===== src/rtl/simd_wadd_pkg.sv =====
package simd_wadd_pkg;

  localparam int INSN_W = 32;
  localparam int SIZE_W = 2;
  localparam int REG_W  = 5;

  // fixed instruction bit positions
  localparam int BIT_HALF   = 30;
  localparam int BIT_UNSIGN = 29;
  localparam int BIT_SUB    = 13;
  localparam int SIZE_LO    = 22;
  localparam int RD_LO      = 0;

  localparam logic [SIZE_W-1:0] SIZE_RESERVED = 2'b11;

  typedef struct packed {
    logic              legal;
    logic              upper_half;
    logic              zero_ext;
    logic              do_sub;
    logic [SIZE_W-1:0] size;
    logic [REG_W-1:0]  rd;
  } wadd_op_t;

endpackage


===== src/rtl/wadd_decode.sv =====
module wadd_decode
  import simd_wadd_pkg::*;
(
  input  logic [INSN_W-1:0] insn,
  output wadd_op_t          op
);

  logic fixed_ok;
  logic size_ok;

  always_comb begin
    fixed_ok = (insn[31] == 1'b0)
            && (insn[28:24] == 5'b01110)
            && (insn[21] == 1'b1)
            && (insn[15:14] == 2'b00)
            && (insn[12:10] == 3'b100);
    size_ok  = (insn[SIZE_LO +: SIZE_W] != SIZE_RESERVED);

    op.legal      = fixed_ok && size_ok;
    op.upper_half = insn[BIT_HALF];
    op.zero_ext   = insn[BIT_UNSIGN];
    op.do_sub     = insn[BIT_SUB];
    op.size       = insn[SIZE_LO +: SIZE_W];
    op.rd         = insn[RD_LO +: REG_W];
  end

endmodule


===== src/rtl/wadd_lane.sv =====
module wadd_lane #(
  parameter int NARROW_W = 8,
  localparam int WIDE_W  = 2 * NARROW_W
) (
  input  logic [WIDE_W-1:0]   wide_lane,
  input  logic [NARROW_W-1:0] narrow_lane,
  input  logic                zero_ext,
  input  logic                do_sub,
  output logic [WIDE_W-1:0]   lane_out
);

  logic              fill_bit;
  logic [WIDE_W-1:0] narrow_ext;

  always_comb begin
    fill_bit   = ~zero_ext & narrow_lane[NARROW_W-1];
    narrow_ext = {{NARROW_W{fill_bit}}, narrow_lane};
    if (do_sub) lane_out = wide_lane - narrow_ext;
    else        lane_out = wide_lane + narrow_ext;
  end

endmodule


===== src/rtl/wadd_size_path.sv =====
module wadd_size_path #(
  parameter int VEC_W    = 128,
  parameter int BASE_W   = 8,
  parameter int SIZE_IDX = 0,
  localparam int HALF_W  = VEC_W / 2,
  localparam int NARROW_W = BASE_W << SIZE_IDX,
  localparam int WIDE_W  = 2 * NARROW_W,
  localparam int LANES   = HALF_W / NARROW_W
) (
  input  logic [VEC_W-1:0]  wide_vec,
  input  logic [HALF_W-1:0] narrow_half,
  input  logic              zero_ext,
  input  logic              do_sub,
  output logic [VEC_W-1:0]  path_out
);

  for (genvar ln = 0; ln < LANES; ln++) begin : g_lane
    wadd_lane #(.NARROW_W(NARROW_W)) u_lane (
      .wide_lane  (wide_vec[ln*WIDE_W +: WIDE_W]),
      .narrow_lane(narrow_half[ln*NARROW_W +: NARROW_W]),
      .zero_ext   (zero_ext),
      .do_sub     (do_sub),
      .lane_out   (path_out[ln*WIDE_W +: WIDE_W])
    );
  end

endmodule


===== src/rtl/simd_widen_addsub.sv =====
module simd_widen_addsub
  import simd_wadd_pkg::*;
#(
  parameter int VEC_W     = 128,
  parameter int BASE_W    = 8,
  parameter int NUM_SIZES = 3,
  localparam int HALF_W   = VEC_W / 2
) (
  input  logic                 clk,
  input  logic                 rst,
  input  logic [INSN_W-1:0]    insn_i,
  input  logic [VEC_W-1:0]     wide_i,
  input  logic [VEC_W-1:0]     narrow_i,
  output logic [VEC_W-1:0]     result_o,
  output logic                 illegal_o,
  output logic [REG_W-1:0]     dest_o
);

  wadd_op_t          op;
  logic [HALF_W-1:0] narrow_half;
  logic [VEC_W-1:0]  path_res [NUM_SIZES];
  logic [VEC_W-1:0]  result_d;

  wadd_decode u_decode (
    .insn(insn_i),
    .op  (op)
  );

  assign narrow_half = op.upper_half ? narrow_i[VEC_W-1:HALF_W] : narrow_i[HALF_W-1:0];

  for (genvar s = 0; s < NUM_SIZES; s++) begin : g_size
    wadd_size_path #(
      .VEC_W   (VEC_W),
      .BASE_W  (BASE_W),
      .SIZE_IDX(s)
    ) u_path (
      .wide_vec   (wide_i),
      .narrow_half(narrow_half),
      .zero_ext   (op.zero_ext),
      .do_sub     (op.do_sub),
      .path_out   (path_res[s])
    );
  end

  always_comb begin
    result_d = '0;
    for (int s = 0; s < NUM_SIZES; s++) begin
      if (int'(op.size) == s) result_d = path_res[s];
    end
    if (!op.legal) result_d = '0;
  end

  always_ff @(posedge clk) begin
    if (rst) begin
      result_o  <= '0;
      illegal_o <= 1'b0;
      dest_o    <= '0;
    end else begin
      result_o  <= result_d;
      illegal_o <= ~op.legal;
      dest_o    <= op.rd;
    end
  end

endmodule


===== config.mk =====
export PLATFORM = sky130hd
export DESIGN_NAME = simd_widen_addsub
export DESIGN_NICKNAME = d
export VERILOG_FILES = /design/src/rtl/simd_wadd_pkg.sv /design/src/rtl/wadd_decode.sv /design/src/rtl/wadd_lane.sv /design/src/rtl/wadd_size_path.sv /design/src/rtl/simd_widen_addsub.sv
export SDC_FILE = /design/constraint.sdc
export NUM_CORES = 1
export LEC_CHECK = 0
export CORE_MARGIN = 2
export CORE_UTILIZATION = 30
export CTS_BUF_LIST = sky130_fd_sc_hd__clkbuf_16
export DETAILED_ROUTE_END_ITERATION = 8
export DONT_BUFFER_PORTS = 1
export GPL_ROUTABILITY_DRIVEN = 0
export PLACE_DENSITY = 0.41
export SKIP_CTS_REPAIR_TIMING = 1
export SLEW_MARGIN = 20
export SYNTH_ARGS = -nofsm -noshare
export SYNTH_HDL_FRONTEND = slang
export SYNTH_SLANG_ARGS = --single-unit

===== constraint.sdc =====
create_clock -name clk -period 6.9 [get_ports clk]
set_input_delay 0.69 -clock clk [delete_from_list [all_inputs] [get_ports clk]]
set_output_delay 0.69 -clock clk [all_outputs]
set_load 0.03 [all_outputs]

* Word level (Yosys, flattened, before mapping)
Index checks and enable logic that the tools add are counted.
** Cells by class
- Add/sub/neg operators :: 28
- Eq/ne operators :: 5
- Muxes and demuxes :: 18
- Bitwise operators :: 11
- Reductions and logical operators :: 8
** Operators with widths (number)
- $mux W128 :: 3
- $mux W64 :: 3
- $add A16 B16 Y16 :: 8
- $add A32 B32 Y32 :: 4
- $add A64 B64 Y64 :: 2
- $mux W16 :: 8
- $mux W32 :: 4
- $sub A16 B16 Y16 :: 8
- $sub A32 B32 Y32 :: 4
- $sub A64 B64 Y64 :: 2
- $and A1 B1 Y1 :: 8
- $eq A5 B4 Y1 const B :: 1
- $logic_and A1 B1 Y1 :: 5
- $eq A2 B2 Y1 const B :: 2
- $logic_not A2 Y1 :: 2
- $eq A3 B3 Y1 const B :: 1
- $not A1 Y1 :: 3
- $ne A2 B2 Y1 const B :: 1
- $reduce_or A2 Y1 :: 1
** Storage, ports and cells
- Flip-flop bits (word level) :: 134
- Bits of input ports :: 290
- Output and inout bits :: 134

* Depth between registers and ports, before layout
Gate-level depths: netlist of the first run.
- Depth in word-level cells :: 8
- Depth in mapped cells :: 32
- Gate-level depth less buffers :: 23

* Modules after synthesis
A second synthesis of the first run with hierarchy kept.
** Unflattened totals
- Cell total of the unflattened synthesis :: 4614
- Area, all modules :: 33569.7 um^2
** Modules (own cells, without submodules)
- wadd_lane at g_size[1].u_path.g_lane[0].u_lane ... :: instances 4, cells an instance 309, area an instance 2092.0 um^2, sequential area each 0.0 um^2
- simd_widen_addsub :: instances 1, cells an instance 808, area an instance 7887.6 um^2, sequential area each 2682.6 um^2
- wadd_lane at g_size[0].u_path.g_lane[0].u_lane ... :: instances 6, cells an instance 141, area an instance 977.2 um^2, sequential area each 0.0 um^2
- wadd_lane at g_size[2].u_path.g_lane[0].u_lane :: instances 1, cells an instance 712, area an instance 4678.2 um^2, sequential area each 0.0 um^2
- wadd_lane at g_size[2].u_path.g_lane[1].u_lane :: instances 1, cells an instance 714, area an instance 4644.5 um^2, sequential area each 0.0 um^2
- wadd_lane at g_size[0].u_path.g_lane[3].u_lane ... :: instances 2, cells an instance 142, area an instance 1004.7 um^2, sequential area each 0.0 um^2
- wadd_decode :: instances 1, cells an instance 14, area an instance 118.9 um^2, sequential area each 0.0 um^2

* Worst setup path after synthesis of the first run
Ideal clock, no wire load.
- Path kind :: input to register
- Start :: input insn_i[30]
- End :: register result_o[124]
- Arrival time :: 6.777 ns
- Path slack :: -0.003 ns
- Stages on the path :: 31
- Buffers on the path :: 11
- Path through :: buf_6 -> buf_6 -> buf_8 -> buf_6 -> buf_6 -> buf_6 -> buf_4 -> buf_2 -> buf_2 -> mux2i_1 -> ha_1 -> nor2b_1 -> and3_1 -> nand3_1 -> nor3_1 -> nand2_2 -> buf_2 -> a21oi_1 -> ha_1 -> buf_2 -> and3_1 -> a221o_1 -> a2111oi_2 -> o21ai_1 -> a21oi_2 -> o21ai_2 -> a311oi_2 -> o21ai_2 -> a221oi_2 -> xor2_1 -> o21ai_1
** Between the ends
- Longest elaborated chain between the ends :: 7
** RTL lines
- start, declared :: line simd_widen_addsub.sv:11 : input logic [INSN_W-1:0] insn_i,
- $mux W64 * :: line simd_widen_addsub.sv:29 : assign narrow_half = op.upper_half ? narrow_i[VEC_W-1:HALF_W] : narrow_i[HALF_W-1:0];
- branches (longest 5 deep; another with $add A64 B64 Y64)
- $mux W128 * :: line simd_widen_addsub.sv:48 : if (int'(op.size) == s) result_d = path_res[s];
- end signal, assigned :: line simd_widen_addsub.sv:59 : result_o <= result_d;
- end, declared :: line simd_widen_addsub.sv:14 : output logic [VEC_W-1:0] result_o,
Every way passes the cells marked *.
A chain may end at the register's enable or synchronous reset.

* Final worst setup path of the first run
- Start :: input insn_i[30]
- End :: register result_o[126]
The elaborated chain is that of the path after synthesis.

==> key figures, run 1 <==
Status
  – Outcome: complete, no violations

STA
  – Setup TNS: 0 ns
  – Tightest Pin Transition: 1.08 ns
  – Setup violators final: 0
  – Max-slew headroom: 0.280
  – Post-route clock period utilization: 0.888
  – Unrepaired setup endpoints after global routing: false
  – Final hold violation count: 0
  – Tmin final: 6.13 ns
  – Slew Viols, Final: 0
  – Post-layout worst setup margin: 0.775 ns
  – Maximum clock frequency: 0.163 GHz

Routing
  – Via-to-Cell Ratio: 5.74
  – DRC: 0
  – Number of DRC markers in iteration 0: 2,050
  – First-pass DRT Iterations: 6
  – Routed vias: 25,718
  – Routed wire length: 113,000 um
  – Routed Antenna Nets: 0
  – WL per Instance: 25.1 um

Logic synthesis
  – Ys flop type: dfxtp_1
  – Synth Warn #: 0
  – Share of synthesized flip-flops with an asynchronous set or reset: 0
  – Post-synthesis sequential area ratio: 0.107
  – Synth Area in Compound Gates: 0.312
  – Syn Area/Cell: 7.25 um2
  – Post-synthesis mux area share: 0.0329
  – Syn nets: 4,082
  – Adder-cell area share of the yosys netlist: 0.166
  – Main combinational cell family by area after synthesis: compound AO/OA/AOI/OAI gates
  – Simple-Gate Fraction of Synth Area: 0.197
  – Synthesized instance count: 3,464
  – Synth Area in XOR/XNOR: 0.142
  – Number of synthesized flops with an enable pin: 0
  – Post-synthesis cell type count: 108
  – Syn Std Cell Area: 25,100 um2
  – Yosys reg bits: 134

Finish
  – Area growth syn-to-layout: 6.76%
  – Most common cell after layout, fill and taps aside: a21oi_1
  – Final Util: 0.322
  – Layout cells sized above 1: 0.0542
  – Fill count: 9,174
  – Area of the multi-input gates: 21,400 um2
  – Non-Filler Instances: 4,477
  – Most frequent cells in the layout: a21oi_1, nor2_1, ha_1
  – Reg area: 2680 um2
  – Nets: 4,001

Floorplan
  – Core Footprint: 83,300 um2
  – # rows: 106
  – Die Area: 86,000 um2
  – Die W: 293 um
  – Die height: 293 um
  – # IOs: 424
  – Initial Utilization: 0.301

Global route
  – Total grt overflow: 0
  – Vias in the first global route: 25,039
  – Total track usage: 0.256
  – Initial antenna violation count: 5
  – First-pass GRT wire length: 164,000 um
  – Largest net degree at the start of global routing: 148

Flow run
  – Max Cap Viol: 0

Worst setup path
  – Crit. End Element: register
  – CP max FO: 126
  – Critical path's largest stage delay: 0.54 ns
  – Startpoint Class: input pin
  – CP Data Arrival Time: 6.50 ns
  – CP max-delay cell: a221oi_1
  – Type of the worst setup path: in -> reg
  – Crit-path cells: mux2i_2 -> ha_1 -> nor2b_1 -> and3_1 -> nand3_1 -> nor3_1 -> nand2_2 -> a21oi_1 -> ha_1 -> nand2_1 -> o21ai_1 -> a221o_1 -> a2111oi_2 -> o21ai_1 -> a21oi_2 -> o31a_1 -> o31ai_2 -> a221oi_1 -> o21bai_1 -> xnor2_1 -> o32ai_1
  – Required time of the critical path: 7.28 ns

Power and ir drop
  – Sw Share: 0.487
  – NetSw: 2.40 mW
  – Clock share of power: 0.205
  – PnR Total Power: 4.92 mW
  – Gate power share: 0.637
  – Worst vdd ir: 0.000225 V
  – Power Dens Cells: 183 nW/um2
  – Reg power frac: 0.159
  – Pleak: 11.4 nW
  – Cell-internal power: 2.52 mW

Clock tree
  – # H-tree levels: 4
  – Num CTS Buffers: 17
  – Clock transition at path regs: 0.09 ns
  – Clk root buf: clkbuf_16
  – Clock net sink count: 134
  – TritonCTS clock tree: done
  – Clock buffer depth: 2

Placed design
  – DP HPWL: 89,600 um
  – Pre-CTS setup slack: 0.494 ns
  – Placed insts: 4,444
  – PortBufs: 0

Hold path
  – Hold Crit Class: in -> reg
==> routing by layer <==
metal	GRT usage	wire (um)	share of wire	vias up
li1	-	-	-	12595
met1	0.337	51600	0.46	12229
met2	0.418	51600	0.46	745
met3	0.0525	6600	0.059	143
met4	0.0742	2790	0.025	6
met5	0	37	0.00033	-
==> cells by family after synthesis <==
group                    count (synthesis)
AO/OA/AOI/OAI                         1230
XOR/XNOR                               406
adder cells (fa/ha/maj)                328
buffers and inverters                  264
flip-flops                             134
multiplexers                            79
AND/OR/NAND/NOR                       1023
==> worst paths after layout <==
kind	startpoint	endpoint	slack, ns	depth (start not counted)
setup / recovery	insn_i[30]	result_o[126]$_SDFF_PP0_	0.77	21
hold / removal	rst	illegal_o$_SDFF_PP0_	0.21	1
==> worst max-delay path, delay by kind of cell <==
kind | cells | cell delay (ns)
compound gates | 11 | 2.81
simple gates | 6 | 1.75
fa+ha+maj | 2 | 0.68
mux | 1 | 0.28
xor+xnor | 1 | 0.18
==> cells in the mapped netlist, types with 25 or more instances <==
cell type / count / area (um2)
o22ai_1: 51 / 319
o21bai_1: 44 / 330
o21a_1: 37 / 278
nand2b_1: 52 / 325
a21o_1: 153 / 1150
nand3_1: 57 / 285
nor2b_1: 59 / 369
and3_1: 42 / 263
nand2_1: 214 / 803
clkbuf_1: 101 / 379
a21oi_1: 462 / 2310
xnor2_1: 208 / 1820
nor3_1: 90 / 450
buf_2: 25 / 125
dfxtp_1: 134 / 2680
ha_1: 320 / 4000
xor2_1: 197 / 1730
a31oi_1: 62 / 388
o21ai_0: 164 / 821
inv_1: 104 / 390
nor2_1: 345 / 1290
mux2i_1: 68 / 681
a211oi_1: 29 / 218
nand4_1: 49 / 307
==> flip-flops by register name, indices dropped and copies added, names as in the netlist <==
register / count
illegal_o: 1
result_o: 128
dest_o: 5
==> final cells by class <==
type / count / area share
diodes: 1 / 0.0000933
repair buffers: 55 / 0.0154
well taps: 1080 / 0.0504
multi-input cells: 3066 / 0.797
clock inverters: 15 / 0.00579
clock buffers: 17 / 0.0159
inverters: 109 / 0.0153
flip-flops and latches: 134 / 0.100
==> stage by stage <==
| step | area, um2 | hold slack, ns |
|---|---|---|
| after floorplan | 25100 | 0.759 |
| after global placement | 26200 | 0.766 |
| after detailed placement | 26200 | 0.766 |
| after CTS | 26800 | 0.168 |
| after global routing | 26800 | 0.198 |
| final | 26800 | 0.206 |
==> power by group through the flow <==
stage / combinational (mW) / clock [mW] / sequential [mW]
detailed placement: 3.08 / 0 / 0.797
CTS: 3.11 / 1.04 / 0.779
floorplan: 2.40 / 0 / 0.797
global placement: 3.12 / 0 / 0.797
global route: 3.46 / 1.06 / 0.779
finish: 3.13 / 1.01 / 0.779
Power figures use the tool's default switching activity.
==> inputs of run 2 (changes only) <==
- SYNTH_HIERARCHICAL: unset -> 1
==> key figures, run 2 <==
Finish
  – Layout cells sized above 1: 0.0751
  – Ant diodes: 0
  – Most common cell after layout, fill and taps aside: a21oi_1
  – Max FFs per register: 128
  – Area growth syn-to-layout: 4.39%
  – Top reg by flops: result_o
  – Largest registers: result_o x128, dest_o x5, illegal_o x1
  – Most frequent cells in the layout: a21oi_1, nor2_1, ha_1
  – Nets: 5,082

Global route
  – First-pass GRT wire length: 192,000 um
  – Initial antenna violation count: 1
  – Total grt overflow: 0
  – Total track usage: 0.212
  – Vias in the first global route: 31,547
  – Largest net degree at the start of global routing: 386

Logic synthesis
  – Synth area leader: ha_1
  – Post-synth top area share: 0.143
  – Synth area leaders: ha_1, xnor2_1, dfxtp_1
  – Syn Area/Cell: 7.28 um2
  – Synth Warn #: 6
  – Synthesized instance count: 4,614
  – Number of synthesized flops with an enable pin: 0
  – Ys flop type: dfxtp_1
  – Yosys reg bits: 134
  – Post-synthesis cell type count: 102
  – Post-synthesis sequential area ratio: 0.0799
  – Post-synth top cells: a21oi_1, nor2_1, ha_1
  – Share of synthesized flip-flops with an asynchronous set or reset: 0
  – Count leader, synth: a21oi_1
  – Syn Std Cell Area: 33,600 um2
  – Syn nets: 5,302

Floorplan
  – # IOs: 424
  – Die W: 339 um
  – # rows: 122
  – Core Footprint: 111,000 um2
  – Die Area: 115,000 um2
  – Initial Utilization: 0.303
  – Die height: 339 um

Routing
  – DRC: 0
  – Routed Antenna Nets: 0
  – Routed wire length: 126,000 um
  – Via-to-Cell Ratio: 5.53
  – Detail Route met3 WL: 5260 um
  – DR WL met2: 61,100 um
  – Highest metal used: met5
  – Number of DRC markers in iteration 0: 2,048
  – Routed vias: 32,611
  – First-pass DRT Iterations: 6
  – M1 WL: 58,000 um
  – WL per Instance: 21.4 um

Clock tree
  – TritonCTS clock tree: done
  – Clock net sink count: 134
  – # H-tree levels: 4
  – Clock transition at path regs: 0.07 ns
  – Clk root buf: clkbuf_16
  – Num CTS Buffers: 17
  – Clock buffer depth: 2

Worst setup path
  – Crit. End Element: register
  – CP max FO: 64
  – Type of the worst setup path: in -> reg
  – CP Data Arrival Time: 6.36 ns
  – Startpoint Class: input pin
  – Required time of the critical path: 7.35 ns

Power and ir drop
  – Power Dens Cells: 184 nW/um2
  – PnR Total Power: 6.44 mW
  – Pleak: 13.5 nW
  – Worst vdd ir: 0.000238 V

Placed design
  – PortBufs: 0
  – DP HPWL: 101,000 um

STA
  – Maximum clock frequency: 0.169 GHz
  – Tightest Pin Transition: 1.12 ns
  – Tmin final: 5.91 ns
  – Final hold violation count: 0
  – Slew Viols, Final: 0
  – Unrepaired setup endpoints after global routing: false
  – Post-route clock period utilization: 0.857
  – Setup violators final: 0
  – Max-slew headroom: 0.248
  – Setup TNS: 0 ns

Flow run
  – Max Cap Viol: 0

Hold path
  – Hold Crit Class: in -> reg
  – Hold path depth: 1

Status
  – Outcome: complete, no violations
## run 2: cell types whose count changed after synthesis, sizes merged, moves of 51 or more
cell / before / now
a211oi: 30 / 299
xnor2: 208 / 370
nor2b: 60 / 183
nand2b: 52 / 171
nand2: 217 / 301
buf: 52 / 116
ha: 320 / 384
inv: 107 / 167
mux2: 6 / 64
mux2i: 73 / 16
nor2: 353 / 408
o22ai: 53 / 2
## run 2: per-layer routing
layer,vias up,track usage
met5,-,0
li1,16493,-
met2,677,0.369
met1,15349,0.275
met3,90,0.0328
met4,2,0.0481
## run 2: kinds of logic after synthesis
family | Yosys count | share of synthesized area
XOR/XNOR | 519 | 0.136
buffers and inverters | 436 | 0.0551
flip-flops | 134 | 0.0799
AO/OA/AOI/OAI | 1582 | 0.330
adder cells (fa/ha/maj) | 398 | 0.151
AND/OR/NAND/NOR | 1465 | 0.221
multiplexers | 80 | 0.0262
## run 2: worst paths after layout
check                   from                 endpoint  slack [ns]
setup / recovery  insn_i[30]  result_o[56]$_SDFF_PP0_        0.99
hold / removal           rst     illegal_o$_SDFF_PP0_        0.20
## run 2: critical path, stage by stage
cell and delay (ns):
mux2_2 0.34, or4_4 0.61, nor4_4 0.21, nand2b_1 0.12, or4_1 0.52, nor2_2 0.18
nand2_1 0.17, nor3_2 0.27, a21oi_1 0.13, xnor2_1 0.15, ha_1 0.44, nand4_1 0.18
nor3_1 0.39, nand3_1 0.13, o211ai_1 0.42, o21a_1 0.32, a211o_1 0.24, a21o_1 0.22
nor2_1 0.07, xnor2_1 0.17, nand2b_1 0.09, a211oi_2 0.25
## run 2: through the flow
stage                     area (um2)  utilization  cells  hold WS (ns)  setup WS, ns
after floorplan                33600            -   4614         0.757         0.905
after global placement         34500        0.311   5863         0.760         0.457
after detailed placement       34500        0.311   5863         0.762         0.407
after CTS                      35000        0.316   5895         0.133          1.01
after global routing           35000        0.316   5895         0.169         0.585
final                          35000        0.316   5895         0.200         0.990
## run 2: layout make-up
type	count	area [um2]
clock buffer	17	425
clock inverter	15	161
fill	12276	75800
inverter	167	627
multi-input combinational	4044	29100
sequential	134	2680
tap	1488	1860
timing repair buffer	30	225
## run 2: power by group
group	switching, mW	internal, mW
registers	0.00448	0.775
logic	2.75	1.90
clock network	0.455	0.560
